**src/rtl/interp_pkg.sv**
```systemverilog
// Shared definitions for the interpolation chain.
// Assumes: mode select is 2 bits, so at most three 2x stages exist.
package interp_pkg;
    typedef enum logic [1:0] {
        MODE_BYPASS = 2'd0,
        MODE_X2     = 2'd1,
        MODE_X4     = 2'd2,
        MODE_X8     = 2'd3
    } mode_e;

    localparam int NUM_STAGES = 3;
endpackage

```
**src/rtl/interp_fifo.sv**
```systemverilog
// Entry FIFO with a rate-paced read scheduler.
// Reads one word each (last+1) clocks once the first word has arrived;
// an empty slot yields a zero sample and an underflow pulse.
// Assumes: clr is a synchronous flush that empties the queue.
module interp_fifo #(
    parameter int W     = 14,
    parameter int DEPTH = 4
) (
    input  logic                clk,
    input  logic                rst_n,
    input  logic                clr,
    input  logic [2:0]          last,
    input  logic                push,
    input  logic signed [W-1:0] push_data,
    output logic                out_stb,
    output logic signed [W-1:0] out_data,
    output logic                ovf,
    output logic                unf
);
    localparam int AW = (DEPTH > 1) ? $clog2(DEPTH) : 1;
    localparam int CW = $clog2(DEPTH + 1);

    logic signed [W-1:0] mem [DEPTH];
    logic [AW-1:0]       wr_ptr, rd_ptr;
    logic [CW-1:0]       fill;
    logic [2:0]          phase;
    logic                started;
    logic                full, empty, slot, do_pop, do_push;

    assign full    = (fill == CW'(DEPTH));
    assign empty   = (fill == '0);
    assign slot    = (started || !empty) && (phase == 3'd0);
    assign do_pop  = slot && !empty;
    assign do_push = push && !full;

    // Storage write, no reset needed on data.
    always_ff @(posedge clk) begin
        if (do_push && !clr) mem[wr_ptr] <= push_data;
    end

    // Pointers, fill level, pacing phase and flags.
    always_ff @(posedge clk) begin
        if (!rst_n || clr) begin
            wr_ptr   <= '0;
            rd_ptr   <= '0;
            fill     <= '0;
            phase    <= '0;
            started  <= 1'b0;
            out_stb  <= 1'b0;
            out_data <= '0;
            ovf      <= 1'b0;
            unf      <= 1'b0;
        end else begin
            if (do_push) wr_ptr <= (wr_ptr == AW'(DEPTH - 1)) ? '0 : wr_ptr + 1'b1;
            if (do_pop)  rd_ptr <= (rd_ptr == AW'(DEPTH - 1)) ? '0 : rd_ptr + 1'b1;
            fill     <= fill + CW'(do_push) - CW'(do_pop);
            started  <= started || slot;
            phase    <= (started || slot) ? ((phase == last) ? 3'd0 : phase + 3'd1) : 3'd0;
            out_stb  <= slot;
            out_data <= do_pop ? mem[rd_ptr] : '0;
            ovf      <= push && full;
            unf      <= slot && empty;
        end
    end
endmodule

```
**src/rtl/hb_stage.sv**
```systemverilog
// One 2x half-band interpolator stage in polyphase form.
// On each input strobe it emits the centre (pass-through) phase; 'half'
// clocks later it emits the filtered mid-point phase.
// LONG=1: 7-tap kernel (-1,0,9,16,9,0,-1)/16 with clamping.
// LONG=0: 3-tap kernel (1,2,1)/2.
// Assumes: input strobes are exactly 2*half clocks apart.
module hb_stage #(
    parameter int W    = 14,
    parameter bit LONG = 1'b0
) (
    input  logic                clk,
    input  logic                rst_n,
    input  logic                clr,
    input  logic [3:0]          half,
    input  logic                in_stb,
    input  logic signed [W-1:0] in_data,
    output logic                out_stb,
    output logic signed [W-1:0] out_data
);
    localparam int NH = LONG ? 4 : 2;
    localparam int AW = W + 6;
    localparam logic signed [AW-1:0] MAXV = AW'((2 ** (W - 1)) - 1);
    localparam logic signed [AW-1:0] MINV = -AW'(2 ** (W - 1));

    logic signed [W-1:0] hist [NH];
    logic signed [W-1:0] even_val, odd_val;
    logic [3:0]          cnt;
    logic                run;

    assign even_val = LONG ? hist[1] : hist[0];

    generate
        if (LONG) begin : g_long
            logic signed [AW-1:0] pair, acc, shf;
            // Mid-point phase of the long kernel, clamped to W bits.
            always_comb begin
                pair = AW'(hist[1]) + AW'(hist[2]);
                acc  = (pair <<< 3) + pair - AW'(hist[0]) - AW'(hist[3]);
                shf  = acc >>> 4;
                if (shf > MAXV)      odd_val = W'(MAXV);
                else if (shf < MINV) odd_val = W'(MINV);
                else                 odd_val = W'(shf);
            end
        end else begin : g_short
            logic signed [AW-1:0] acc;
            // Mid-point phase of the short kernel: floor average.
            always_comb begin
                acc     = AW'(hist[0]) + AW'(hist[1]);
                odd_val = W'(acc >>> 1);
            end
        end
    endgenerate

    // History shift and phase sequencing.
    always_ff @(posedge clk) begin
        if (!rst_n || clr) begin
            for (int i = 0; i < NH; i++) hist[i] <= '0;
            cnt      <= '0;
            run      <= 1'b0;
            out_stb  <= 1'b0;
            out_data <= '0;
        end else begin
            out_stb <= 1'b0;
            if (in_stb) begin
                hist[0] <= in_data;
                for (int i = 1; i < NH; i++) hist[i] <= hist[i-1];
                out_data <= even_val;
                out_stb  <= 1'b1;
                cnt      <= 4'd1;
                run      <= 1'b1;
            end else if (run) begin
                cnt <= cnt + 4'd1;
                if (cnt == half) begin
                    out_data <= odd_val;
                    out_stb  <= 1'b1;
                end
            end
        end
    end
endmodule

```
**src/rtl/interp_chain.sv**
```systemverilog
// Selectable-rate interpolation chain: entry FIFO, three cascaded 2x
// half-band stages, and a tap multiplexer feeding the DAC core.
// Assumes: one core clock; the source writes one word per 2^mode clocks.
module interp_chain #(
    parameter int W          = 14,
    parameter int FIFO_DEPTH = 4
) (
    input  logic         clk,
    input  logic         rst_n,
    input  logic [1:0]   mode_i,
    input  logic         in_valid_i,
    input  logic [W-1:0] in_data_i,
    output logic [W-1:0] core_data_o,
    output logic         ovf_o,
    output logic         unf_o
);
    import interp_pkg::*;

    logic [1:0]          mode_q;
    logic                flush;
    logic [3:0]          ratio;
    logic [2:0]          last;
    logic                stg_stb [NUM_STAGES + 1];
    logic signed [W-1:0] stg_dat [NUM_STAGES + 1];

    assign flush = (mode_i != mode_q);
    assign ratio = 4'd1 << mode_i;
    assign last  = 3'(ratio - 4'd1);

    // Remember the mode to detect a change.
    always_ff @(posedge clk) begin
        if (!rst_n) mode_q <= MODE_BYPASS;
        else        mode_q <= mode_i;
    end

    interp_fifo #(.W(W), .DEPTH(FIFO_DEPTH)) u_fifo (
        .clk       (clk),
        .rst_n     (rst_n),
        .clr       (flush),
        .last      (last),
        .push      (in_valid_i),
        .push_data ($signed(in_data_i)),
        .out_stb   (stg_stb[0]),
        .out_data  (stg_dat[0]),
        .ovf       (ovf_o),
        .unf       (unf_o)
    );

    generate
        for (genvar k = 1; k <= NUM_STAGES; k++) begin : g_stage
            hb_stage #(.W(W), .LONG(k == 1)) u_stg (
                .clk      (clk),
                .rst_n    (rst_n),
                .clr      (flush || (32'(mode_i) < k)),
                .half     (4'(ratio >> k)),
                .in_stb   (stg_stb[k-1]),
                .in_data  (stg_dat[k-1]),
                .out_stb  (stg_stb[k]),
                .out_data (stg_dat[k])
            );
        end
    endgenerate

    // Register the selected tap towards the core.
    always_ff @(posedge clk) begin
        if (!rst_n || flush) core_data_o <= '0;
        else                 core_data_o <= stg_dat[mode_i];
    end
endmodule

```
**config.mk**
```make
export PLATFORM = sky130hd
export DESIGN_NAME = interp_chain
export DESIGN_NICKNAME = d
export VERILOG_FILES = /design/src/rtl/interp_pkg.sv /design/src/rtl/interp_fifo.sv /design/src/rtl/hb_stage.sv /design/src/rtl/interp_chain.sv
export SDC_FILE = /design/constraint.sdc
export NUM_CORES = 1
export LEC_CHECK = 0
export BUFFER_PORTS_ARGS = -buffer_cell sky130_fd_sc_hd__buf_2
export CORE_UTILIZATION = 57
export CTS_CLUSTER_DIAMETER = 100
export CTS_CLUSTER_SIZE = 14
export DETAILED_ROUTE_END_ITERATION = 12
export GPL_ROUTABILITY_DRIVEN = 1
export MAX_ROUTING_LAYER = met4
export PLACE_DENSITY = 0.77
export SKIP_LAST_GASP = 1
export SLEW_MARGIN = 5
export SYNTH_ARGS = -nofsm -noshare
export SYNTH_HDL_FRONTEND = slang
export SYNTH_SLANG_ARGS = --single-unit
```
**constraint.sdc**
```tcl
create_clock -name clk -period 14.8 [get_ports clk]
set_input_delay 0.74 -clock clk [delete_from_list [all_inputs] [get_ports clk]]
set_output_delay 0.74 -clock clk [all_outputs]
set_load 0.03 [all_outputs]
```
; Word-level counts from Yosys, hierarchy flattened
; Memories as Yosys holds them, arrays and structs flattened. A register that Yosys moved wholly into a read port is not among the register bits.
; Index checks and enable logic that the tools add are counted.
[totals]
inputBits = 19
output_inout_bits = 16
word_cells = 157
ram_bits = 168
memories = 4
reg_bits = 89
[memory_table]
columns = name, depth, width, read_ports, rd_clocked_by_memory_dff, write_ports, line
row1 = g_stage[1].u_stg.hist, 4, 14, 4, 0, 4, hb_stage.sv:25  ; logic signed [W-1:0] hist [NH];
row2 = u_fifo.mem, 4, 14, 1, 1, 1, interp_fifo.sv:23  ; logic signed [W-1:0] mem [DEPTH];
row3 = g_stage[2].u_stg.hist, 2, 14, 2, 0, 2, hb_stage.sv:25
row4 = g_stage[3].u_stg.hist, 2, 14, 2, 0, 2, hb_stage.sv:25
[op_classes]
shift = 1
eq_ne = 8
reduce_logical = 35
addsub = 15
magnitude_cmp = 6
n_mux = 53
bitwise = 11
[ops]
columns = op, n
row1 = two-way mux 14 bit, 21
row2 = adder 14 x 14 -> 15 bit, 3
row3 = subtractor 20 x 14 -> 20 bit, 2
row4 = two-way mux 1 bit, 29
row5 = binary-select mux 14 bit (select 2 bit), 1
row6 = adder 20 bit, 1
row7 = > comparator 16 x 14 -> 1 bit (second input constant), 1
row8 = < comparator 16 x 14 -> 1 bit (second input constant), 1
row9 = adder 4 x 1 -> 4 bit (second input constant), 3
row10 = nonzero test 2 bit, 6
row11 = logical OR 1 bit, 9
row12 = OR 1 bit, 8
row13 = OR reduction 2 bit, 4
row14 = logical AND 1 bit, 6
row15 = logical NOT 3 bit, 2
row16 = AND reduction 2 bit, 3
row17 = adder 2 x 1 -> 2 bit (second input constant), 2
row18 = == test 2 bit (second input constant), 2
row19 = == test 4 x 1 -> 1 bit, 1
row20 = == test 4 x 2 -> 1 bit, 1
row21 = == test 4 x 3 -> 1 bit, 1
row22 = logical NOT 1 bit, 4
row23 = < comparator 2 bit (second input constant), 2
row24 = two-way mux 2 bit, 2
row25 = 13 further kinds, 14

; Depth between registers and ports, before layout
; Gate-level depths: netlist of the first run.
; An unclocked memory read counts as a cell.
[logic_depth]
word_depth = 11
depth_mapped = 27
mapped_depth_nobuf = 26

; Modules after synthesis
; A second synthesis of the first run with hierarchy kept.
[unflattened]
cells_unflattened = 1282
area_unflattened_um2 = 14517.7
[by_module_without_submodules]
columns = mod, area_per_inst_um2, seq_area_each_um2, instances, cells_each
row1 = hb_stage at g_stage[1].u_stg, 5341.4, 2082.0, 1, 530
row2 = hb_stage at g_stage[2].u_stg ..., 2562.5, 1241.2, 2, 254
row3 = interp_fifo, 3165.5, 2242.2, 1, 179
row4 = interp_chain, 885.8, 320.3, 1, 65

; Worst setup path before layout of the first run
; Ideal clock, no wire load.
[synth_timing]
path_kind = flip-flop to flip-flop
startpoint = memory g_stage[1].u_stg.hist[2][0] (netlist: g_stage[1].u_stg.hist[1][0])
endpoint = register g_stage[1].u_stg.out_data[6]
n_path_buf = 2
period_less_slack_ns = 5.325
slack_ns = 9.475
setup_ns = 0.132
stages_incl_launch_ff = 28
arrival_ns = 5.192
required_time_ns = 14.668
cell_sequence = edfxtp_1 -> ha_1 -> inv_1 -> fa_1 -> nor2b_1 -> o21ai_0 -> a21boi_0 -> o21ai_0 -> a21boi_0 -> o21ai_0 -> a21oi_1 -> o21ai_0 -> xnor2_1 -> fa_1 -> inv_1 -> fa_1 -> inv_1 -> ha_1 -> clkbuf_1 -> and4_1 -> and3_1 -> a211oi_1 -> o21ai_0 -> a31oi_1 -> o32ai_2 -> a31oi_2 -> buf_6 -> o22ai_1
[synth_rtl]
columns = item, line
row1 = start: declaration, hb_stage.sv:25
row2 = end signal: assignment, hb_stage.sv:67  ; out_data <= even_val;
row3 = end signal: assignment, hb_stage.sv:74  ; out_data <= odd_val;
row4 = end: declaration, hb_stage.sv:18  ; output logic signed [W-1:0] out_data

==> results.yml, run 1 <==
timing:
  slew_headroom_pct: 29.4
  setup_viol: 0
  period_share_pct: 42.2
  slew_viol_final: 0
  skew_ns: 0.0216
  rsz0062_at_grt: "false"
  worstMarginPinSlew_ns: 1.06
  fin_setup_tns_ns: 0
  finalCriticalPeriod_ns: 6.24
  hold_violations: 0
  whs_ns: 0.425
  timing.fmax_mhz: 160
synth:
  synth.distinct_cells: 74
  synth.ff_latch_count: 271
  synthFlopType: "edfxtp_1"
  syn_area_mm2: 0.0142
  synthTopCellsByCount: "edfxtp_1 (168), and3_1 (149), inv_1 (106)"
  synth_top_area_share_pct: 35.6
  synth_nets: 1385
  synth_edf_count: 168
  ys_seq_area_share_pct: 50.2
  postSynthAreaPerCell_um2: 11.3
  syn_inst: 1256
  yosysWarnings: 0
  synthArstFlopShare_pct: 0
  yosys.cell_count.top_type: "edfxtp_1"
  yosys.area.top_type: "edfxtp_1"
  synth_area_leaders: "edfxtp_1 (36%), dfxtp_1 (15%), ha_1 (6.6%)"
floorplan:
  ios: 35
  start_util_pct: 58.3
  die_area_mm2: 0.0255
  core-area_mm2: 0.0243
  rows: 57
  die_h_um: 160
  chipWidth_um: 160
clocking:
  ctsResizeCount: 0
  clock-sinks: 271
  post_cts_buffers: 0
  cts_inserted_buffers: 23
  clockBufferDepth: 3
  cts.htree.levels: 1
  insertion_delay_ns: 0.53
  cts_tree: "done"
  clock-root-buffer: "clkbuf_16"
  postCtsHoldBufs: 0
  clk_pin_slew_ns: 0.07
routing:
  num_vias: 9419
  drcViolationCount: 0
  first_pass_iters: 5
  ant_nets: 0
  drt_wl_total_mm: 29.1
  wl_per_cell_um: 18.1
  viasPerCell: 5.87
  drtIter0Drc: 801
critical_path:
  worstSetupEndpointType: "flop"
  crit_slowest_cell: "a31oi_2"
  r2r_cells: 22
  critPathBufInv: 1
  worst-path-stages: 22
  max_stage_delay_ns: 0.61
  crit_fanout: 13
  arrival_ns: 6.61
  critical_path.top_delay_family: "compound AO/OA/AOI/OAI gates"
  r2r_slack_ns: 8.56
  cp.required_ns: 15.17
  cp-start-kind: "flop"
  path_cells: "ha_1 -> a21o_1 -> a21oi_1 -> o21ai_0 -> a21oi_1 -> o21ai_0 -> a211oi_1 -> o31ai_1 -> a21oi_1 -> xor2_1 -> fa_1 -> fa_1 -> inv_1 -> ha_1 -> and4_1 -> and3_1 -> a211oi_1 -> o21ai_0 -> a31oi_1 -> o32ai_2 -> a31oi_2 -> o22ai_1"
  crit_type: "reg -> reg"
worst_hold_path:
  min_path_type: "in -> reg"
  holdPathStages: 1
grt:
  grt_pass1_wl_mm: 48.3
  track_usage_pct: 24.4
  grt_pass1_vias: 9290
  antenna_found_initial: 0
  grt_max_degree: 88
  grt_overflow_total: 0
pwr:
  pwr-share-comb_pct: 20.8
  switching_share_pct: 28.7
  irDropWorstVdd_mv: 0.141
  internal-power_uw: 1260
  p_per_area_mw_per_mm2: 116
  p_clk_share_pct: 32.1
  switching_power_uw: 505
  leakagePower_uw: 0.00648
  p_seq_share_pct: 47.0
outcome:
  status: "complete, no violations"
placed_design:
  dp_hpwl_mm: 20.2
  port_buffers: 34
  globalplace.congestion: 0.916
finish:
  fill_cells: 1919
  syn_to_final_growth_pct: 7.52
  diodes: 0
  fin_nets: 1393
  final_layout_size_suffix_gt1_share_pct: 9.68
run:
  cap_violations: 0
## layer usage
metal / GRT usage [%] / vias to the layer above / wire length [µm]
li1: - / 4554 / -
met3: 2.55 / 50 / 1180
met1: 32.1 / 4598 / 13000
met2: 40.0 / 217 / 14100
met5: - / - / 0
met4: 7.47 / 0 / 788
## power groups by stage
stage	Sequential, µW	Clock, µW	Combinational [µW]
global placement	844	0	354
detailed placement	845	0	361
floorplan	839	0	290
global route	830	605	416
CTS	828	575	364
finish	828	566	367
## through the flow
step                cell area (µm²)  cells  setup WS (ns)  power (µW)  util [%]
floorplan                     14200   1256           9.48        1130         -
global placement              14600   1563           8.87        1200      59.9
detailed placement            14600   1563           8.65        1210      59.9
CTS                           15200   1605           8.61        1770      62.7
global route                  15200   1605           8.04        1850      62.7
finish                        15200   1605           8.56        1760      62.7
## registers in the layout, indices dropped and copies added (netlist names), 12 cells and up
register	count
u_fifo.out_data	14
core_data_o	14
g_stage.u_stg.cnt	12
u_fifo.mem	56
g_stage.u_stg.out_data	42
g_stage.u_stg.hist	112
## worst reg2reg max path: cells and delay by family, from the launching register on
kind | cells | cell delay [ns]
adders and majority gates | 4 | 1.72
DFF | 1 | 0.42
AOI/OAI and AO/OA | 14 | 3.18
xor gates and xnor gates | 1 | 0.30
and+or+nand+nor | 2 | 0.40
buffers and inverters | 1 | 0.05
## final timing paths
check	from	to
setup / recovery	g_stage[1].u_stg.hist[1][1]	g_stage[1].u_stg.out_data[1]
hold / removal	in_data_i[8]	u_fifo.mem[0][8]
setup reg to reg	g_stage[1].u_stg.hist[1][1]	g_stage[1].u_stg.out_data[1]
hold reg to reg	u_fifo.wr_ptr[1]	u_fifo.wr_ptr[1]
## cell usage in the layout, fill, tap and decap left out, types with 10 or more instances in the layout
cell,netlist,layout
xor2_1,26,26
xnor2_1,26,26
nand3_1,11,11
a21oi_1,64,64
mux4_2,28,28
inv_1,106,106
o311ai_0,15,15
clkbuf_16,0,23
nand2_1,45,45
clkbuf_1,49,17
dfxtp_1,103,102
o21ai_0,46,46
edfxtp_1,168,168
nand2b_1,28,28
o22ai_1,15,15
fa_1,35,35
nor2_1,85,85
and2_1,12,12
nor3_1,25,25
buf_2,5,34
and3_1,149,149
ha_1,75,75
nor2b_1,10,10
## cell families after synthesis
group | share of synthesized area (%)
muxes | 4.95
buffers and inverters | 4.53
and+or+nand+nor | 15.6
adders and majority gates | 11.6
DFF | 50.2
xor gates and xnor gates | 3.21
AOI/OAI and AO/OA | 9.95
## layout make-up
| cell class | instances | area, µm² | share of cell area [%] |
|---|---|---|---|
| clock buffer | 40 | 639 | 4.20 |
| clock inverter | 2 | 20.0 | 0.131 |
| inverter | 106 | 398 | 2.61 |
| multi-input combinational | 819 | 6430 | 42.2 |
| sequential | 271 | 7110 | 46.6 |
| tap | 324 | 405 | 2.66 |
| timing repair buffer | 43 | 238 | 1.56 |
No activity file was read; power rests on OpenSTA's default activity.
==> run 2, diff against run 1 <==
Settings changed: PLACE_DENSITY 0.77 to 0.8.
Clock period 14.8 ns to 5.47 ns, I/O delays scaled along.
==> run 2 against run 1 <==
  * Sequential power rose to 2.7 times the previous value
  * Cell area up 5.0%
  * Clock power rose to 2.7 times the previous value
  * Fmax grew 14%
  * Routed wire length rose by 8.6%
  * Total power rose to 2.8 times the previous value
  * First-iteration DRC count fell by 3.5%
  * Non-clock buffer count up 56
  * Global-route usage is 1.0 points higher
  * Flip-flop and latch count unchanged
  * Clock-buffer cell count shrank 2
==> results.yml, run 2 (same netlist as run 1, synthesis figures left out) <==
outcome:
  status: "complete, no violations"
floorplan:
  rows: 57
  chipWidth_um: 160
  die_h_um: 160
  core-area_mm2: 0.0243
  start_util_pct: 58.3
  ios: 35
  die_area_mm2: 0.0255
clocking:
  cts_tree: "done"
  cts_inserted_buffers: 23
  clockBufferDepth: 3
  clock-sinks: 271
  insertion_delay_ns: 0.53
  clock-root-buffer: "clkbuf_16"
  clk_pin_slew_ns: 0.07
  cts.htree.levels: 1
finish:
  reg.largest.list: "g_stage.u_stg.hist: 112 flops, u_fifo.mem: 56 flops, g_stage.u_stg.out_data: 42 flops"
  syn_to_final_growth_pct: 12.9
  final_layout_size_suffix_gt1_share_pct: 16.0
  fill_cells: 1809
  design_area_mm2: 0.0160
  fin_nets: 1449
  final_common_cell: "edfxtp_1"
  regArea_mm2: 0.00711
  diodes: 0
  largest_reg_flops: 112
  largest-register: "g_stage.u_stg.hist"
  multiInputGateArea_mm2: 0.00670
  final_cell_mix: "edfxtp_1 (168), and3_1 (147), inv_1 (103)"
pwr:
  total_power_uw: 5020
  p_per_area_mw_per_mm2: 314
  leakagePower_uw: 0.00680
  irDropWorstVdd_mv: 0.302
grt:
  track_usage_pct: 25.4
  antenna_found_initial: 0
  grt_max_degree: 88
  grt_pass1_vias: 9722
  grt_pass1_wl_mm: 50.1
  grt_overflow_total: 0
placed_design:
  dp_hpwl_mm: 20.9
  port_buffers: 34
  placed_area_mm2: 0.0148
  globalplace.congestion: 0.923
timing:
  slew_viol_final: 0
  period_share_pct: 99.7
  skew_ns: 0.0227
  finalCriticalPeriod_ns: 5.46
  hold_violations: 0
  setup_viol: 0
  rsz0062_at_grt: "true"
  worstMarginPinSlew_ns: 1.06
  slew_headroom_pct: 29.1
  fin_setup_tns_ns: 0
  timing.fmax_mhz: 183
critical_path:
  cp-start-kind: "flop"
  max_stage_delay_ns: 0.54
  cp.required_ns: 5.85
  crit_slowest_cell: "fa_1"
  critical_path.top_delay_family: "compound AO/OA/AOI/OAI gates"
  crit_type: "reg -> reg"
  worst_path_most_repeated_cell: "o21ai_1"
  worstSetupEndpointType: "flop"
  arrival_ns: 5.84
  crit_fanout: 13
  critPathBufInv: 5
routing:
  drtIter0Drc: 773
  wl_per_cell_um: 19.1
  first_pass_iters: 5
  drcViolationCount: 0
  ant_nets: 0
  viasPerCell: 5.97
  num_vias: 9909
  drt_wl_total_mm: 31.6
worst_hold_path:
  min_path_type: "in -> reg"
run:
  cap_violations: 0
==> run 2: cell types whose count changed in the layout (fill, tap and decap cells not counted), moves of 7 or more <==
cell           previous run  this run
a21oi_2                   1         8
buf_4                     9        48
o22ai_1                  15         4
dlygate4sd3_1             0        14
o21ai_0                  46        36
o22ai_2                   1        11
a21oi_1                  64        57
==> run 2: metal layers <==
metal	vias to the layer above	wire [µm]	global-route usage (%)
met2	286	16100	43.2
met4	0	1010	8.00
li1	4683	-	-
met3	71	1550	2.78
met1	4869	12900	31.9
met5	-	0	-
==> run 2: where the power goes <==
| part | internal, µW | switching, µW |
|---|---|---|
| Clock | 792 | 735 |
| Combinational | 555 | 692 |
| Sequential | 2210 | 34.2 |
==> run 2: cell type report <==
type	count	area share [%]
multi-input cells	819	41.9
clock buffers	38	3.95
clock inverters	2	0.125
inverters	106	2.49
repair buffers	99	4.60
flip-flops and latches	271	44.4
well taps	324	2.53
==> run 2: worst paths after layout <==
check,start,to,slack (ns),depth (start not counted)
min reg2reg,u_fifo.wr_ptr[1],u_fifo.wr_ptr[1],0.51,2
min,in_valid_i,u_fifo.ovf,0.03,3
max reg2reg,g_stage[1].u_stg.hist[1][0],g_stage[1].u_stg.out_data[1],0.01,26
max,g_stage[1].u_stg.hist[1][0],g_stage[1].u_stg.out_data[1],0.01,26
==> run 2: per-stage QoR <==
step / utilization (%) / hold WS [ns] / instances / setup slack [ns]
floorplan: - / 0.372 / 1256 / 0.145
global placement: 60.8 / 0.484 / 1588 / -0.0479
detailed placement: 60.8 / 0.487 / 1588 / -0.276
CTS: 64.4 / 0.00494 / 1649 / 0.00640
global route: 65.8 / 0.0296 / 1659 / -0.257
finish: 65.8 / 0.0259 / 1659 / 0.0146
==> run 2: repair_timing <==
item / CTS / global route
gates resized for setup: 9 / 54
endpoints found under the hold margin: 56 / 0
endpoints found under the setup margin: 14 / 14
pin swaps: 7 / 48
hold buffers: 14 / 0
gates cloned: 0 / 1
buffers inserted: 7 / 10
==> run 2: worst register-to-register path, cell delays in order, from the launching register on <==
cell      delay [ns]
edfxtp_1        0.37
ha_2            0.20
inv_2           0.05
fa_2            0.36
nor2b_1         0.14
o21ai_1         0.11
a21boi_1        0.22
o21ai_1         0.13
a21boi_1        0.20
o21ai_2         0.10
a21oi_2         0.21
buf_4           0.17
o21ai_4         0.06
xnor2_2         0.16
fa_1            0.54
inv_1           0.06
fa_1            0.49
inv_2           0.05
ha_4            0.27
o21ai_1         0.07
a21oi_2         0.15
o21ai_2         0.09
a32o_2          0.24
or3_4           0.36
a22oi_2         0.25
buf_12          0.19
o22ai_4         0.08
==> run 3, diff against run 2 <==
Settings changed: HOLD_SLACK_MARGIN set to 0.03, SYNTH_HIERARCHICAL set to 1.
==> run 3 against run 2 <==
  * Clock-buffer cell count up 2
  * Synthesized cell count up 1.9%
  * Global-route usage up 1.2 points
  * First-iteration DRC count up 22%
  * Largest cell class unchanged
==> results.yml, run 3 <==
outcome:
  status: "complete, no violations"
floorplan:
  die_area_mm2: 0.0261
  start_util_pct: 58.9
  die_h_um: 161
  chipWidth_um: 161
  ios: 35
  rows: 57
  core-area_mm2: 0.0246
placed_design:
  port_buffers: 34
  placed_area_mm2: 0.0150
  globalplace.congestion: 0.937
  dp_hpwl_mm: 23.1
critical_path:
  path_cells: "ha_2 -> inv_1 -> fa_2 -> nor2b_2 -> o21ai_2 -> a21boi_2 -> o211ai_1 -> buf_4 -> a21oi_4 -> nor3_4 -> xnor2_2 -> fa_1 -> inv_1 -> fa_1 -> inv_2 -> ha_4 -> nand3_2 -> or2_4 -> or4_1 -> and4_4 -> a311oi_4 -> buf_4 -> mux2i_1 -> o21ai_1"
  max_stage_delay_ns: 0.51
  cp.required_ns: 5.92
  crit_type: "reg -> reg"
  worstSetupEndpointType: "flop"
  crit_fanout: 4
  critPathBufInv: 5
  cp-start-kind: "flop"
  critical_path.top_delay_family: "adder cells"
  crit_slowest_cell: "fa_1"
  arrival_ns: 5.85
routing:
  drcViolationCount: 0
  drt_wl_total_mm: 33.9
  ant_nets: 0
  first_pass_iters: 5
  viasPerCell: 6.03
  drtIter0Drc: 940
  num_vias: 10100
  wl_per_cell_um: 20.2
finish:
  post-route-util_pct: 65.2
  largest-register: "g_stage.u_stg/hist"
  final_common_cell: "edfxtp_1"
  reg.largest.list: "g_stage.u_stg/hist: 112 flops, u_fifo/mem: 56 flops, g_stage.u_stg/out_data: 42 flops"
  design_area_mm2: 0.0160
  syn_to_final_growth_pct: 10.7
  final_cell_mix: "edfxtp_1 (168), dfxtp_1 (103), inv_1 (89)"
  largest_reg_flops: 112
  final_layout_size_suffix_gt1_share_pct: 13.6
  fin_nets: 1464
  diodes: 0
clocking:
  cts_tree: "done"
  clock-root-buffer: "clkbuf_16"
  clk_pin_slew_ns: 0.08
  clock-sinks: 271
  insertion_delay_ns: 0.54
  cts_inserted_buffers: 23
  cts.htree.levels: 1
  clockBufferDepth: 3
grt:
  grt_pass1_wl_mm: 52.7
  grt_overflow_total: 0
  grt_max_degree: 61
  track_usage_pct: 26.6
  antenna_found_initial: 0
  grt_pass1_vias: 9966
pwr:
  irDropWorstVdd_mv: 0.275
  total_power_uw: 5060
  p_per_area_mw_per_mm2: 316
  leakagePower_uw: 0.00641
timing:
  skew_ns: 0.0209
  period_share_pct: 98.7
  slew_headroom_pct: 34.7
  setup_viol: 0
  finalCriticalPeriod_ns: 5.40
  slew_viol_final: 0
  whs_ns: 0.232
  hold_violations: 0
  worstMarginPinSlew_ns: 0.978
  timing.fmax_mhz: 185
synth:
  syn_area_mm2: 0.0145
  postSynthAreaPerCell_um2: 11.3
  syn_inst: 1280
  yosysWarnings: 6
run:
  cap_violations: 0
worst_hold_path:
  min_path_type: "in -> reg"
[run 3: layout make-up]
class / instances / area [µm²]
flip-flops and latches: 271 / 7110
clock inverters: 2 / 31.3
inverters: 90 / 338
clock buffers: 40 / 639
well taps: 324 / 405
multi-input cells: 869 / 6970
fillers: 1829 / 8560
repair buffers: 81 / 562
[run 3: path summary, 6_finish.rpt]
kind,startpoint,end,slack [ns],cells past startpoint
setup reg to reg,g_stage[1].u_stg/hist[0][28],g_stage[1].u_stg/out_data[12],0.07,24
hold reg to reg,u_fifo/started,u_fifo/unf,0.48,2
setup / recovery,g_stage[1].u_stg/hist[0][28],g_stage[1].u_stg/out_data[12],0.07,24
hold / removal,rst_n,core_data_o[3],0.23,2
[run 3: what timing repair did]
action	CTS	global route
gates resized for setup	2	35
buffers inserted	1	6
endpoints found under the setup margin	6	14
gates cloned	0	1
endpoints found under the hold margin	57	0
pin swaps	1	16
hold buffers	15	0
[run 3: worst register-to-register path, stage by stage (launching register included)]
cell,delay [ns]
edfxtp_1,0.38
ha_2,0.20
inv_1,0.06
fa_2,0.38
nor2b_2,0.14
o21ai_2,0.08
a21boi_2,0.14
o211ai_1,0.11
buf_4,0.17
a21oi_4,0.22
nor3_4,0.07
xnor2_2,0.15
fa_1,0.49
inv_1,0.06
fa_1,0.51
inv_2,0.06
ha_4,0.26
nand3_2,0.09
or2_4,0.26
or4_1,0.47
and4_4,0.21
a311oi_4,0.41
buf_4,0.20
mux2i_1,0.07
o21ai_1,0.15
[run 3: per-layer routing]
metal / share of wire (%) / track usage, % / up-vias
met5: 0 / - / -
li1: - / - / 4710
met3: 7.2 / 3.75 / 82
met2: 48 / 42.3 / 433
met4: 3.9 / 10.9 / 0
met1: 41 / 34.4 / 4887
[run 3: metrics by stage]
step / TNS (ns) / instances / worst slack, ns
floorplan: 0 / 1285 / 0.415
global placement: 0 / 1612 / 0.178
detailed placement: -0.0266 / 1612 / -0.0181
CTS: 0 / 1670 / 0.00849
global route: -0.393 / 1677 / -0.0716
finish: 0 / 1677 / 0.0692
[run 3: where the power goes]
part | total [µW] | leakage [µW] | internal (µW) | switching [µW]
clock | 1550 | 0.000319 | 803 | 752
sequential | 2220 | 0.00268 | 2200 | 26.2
combinational | 1290 | 0.00341 | 557 | 731
total | 5060 | 0.00641 | 3560 | 1510
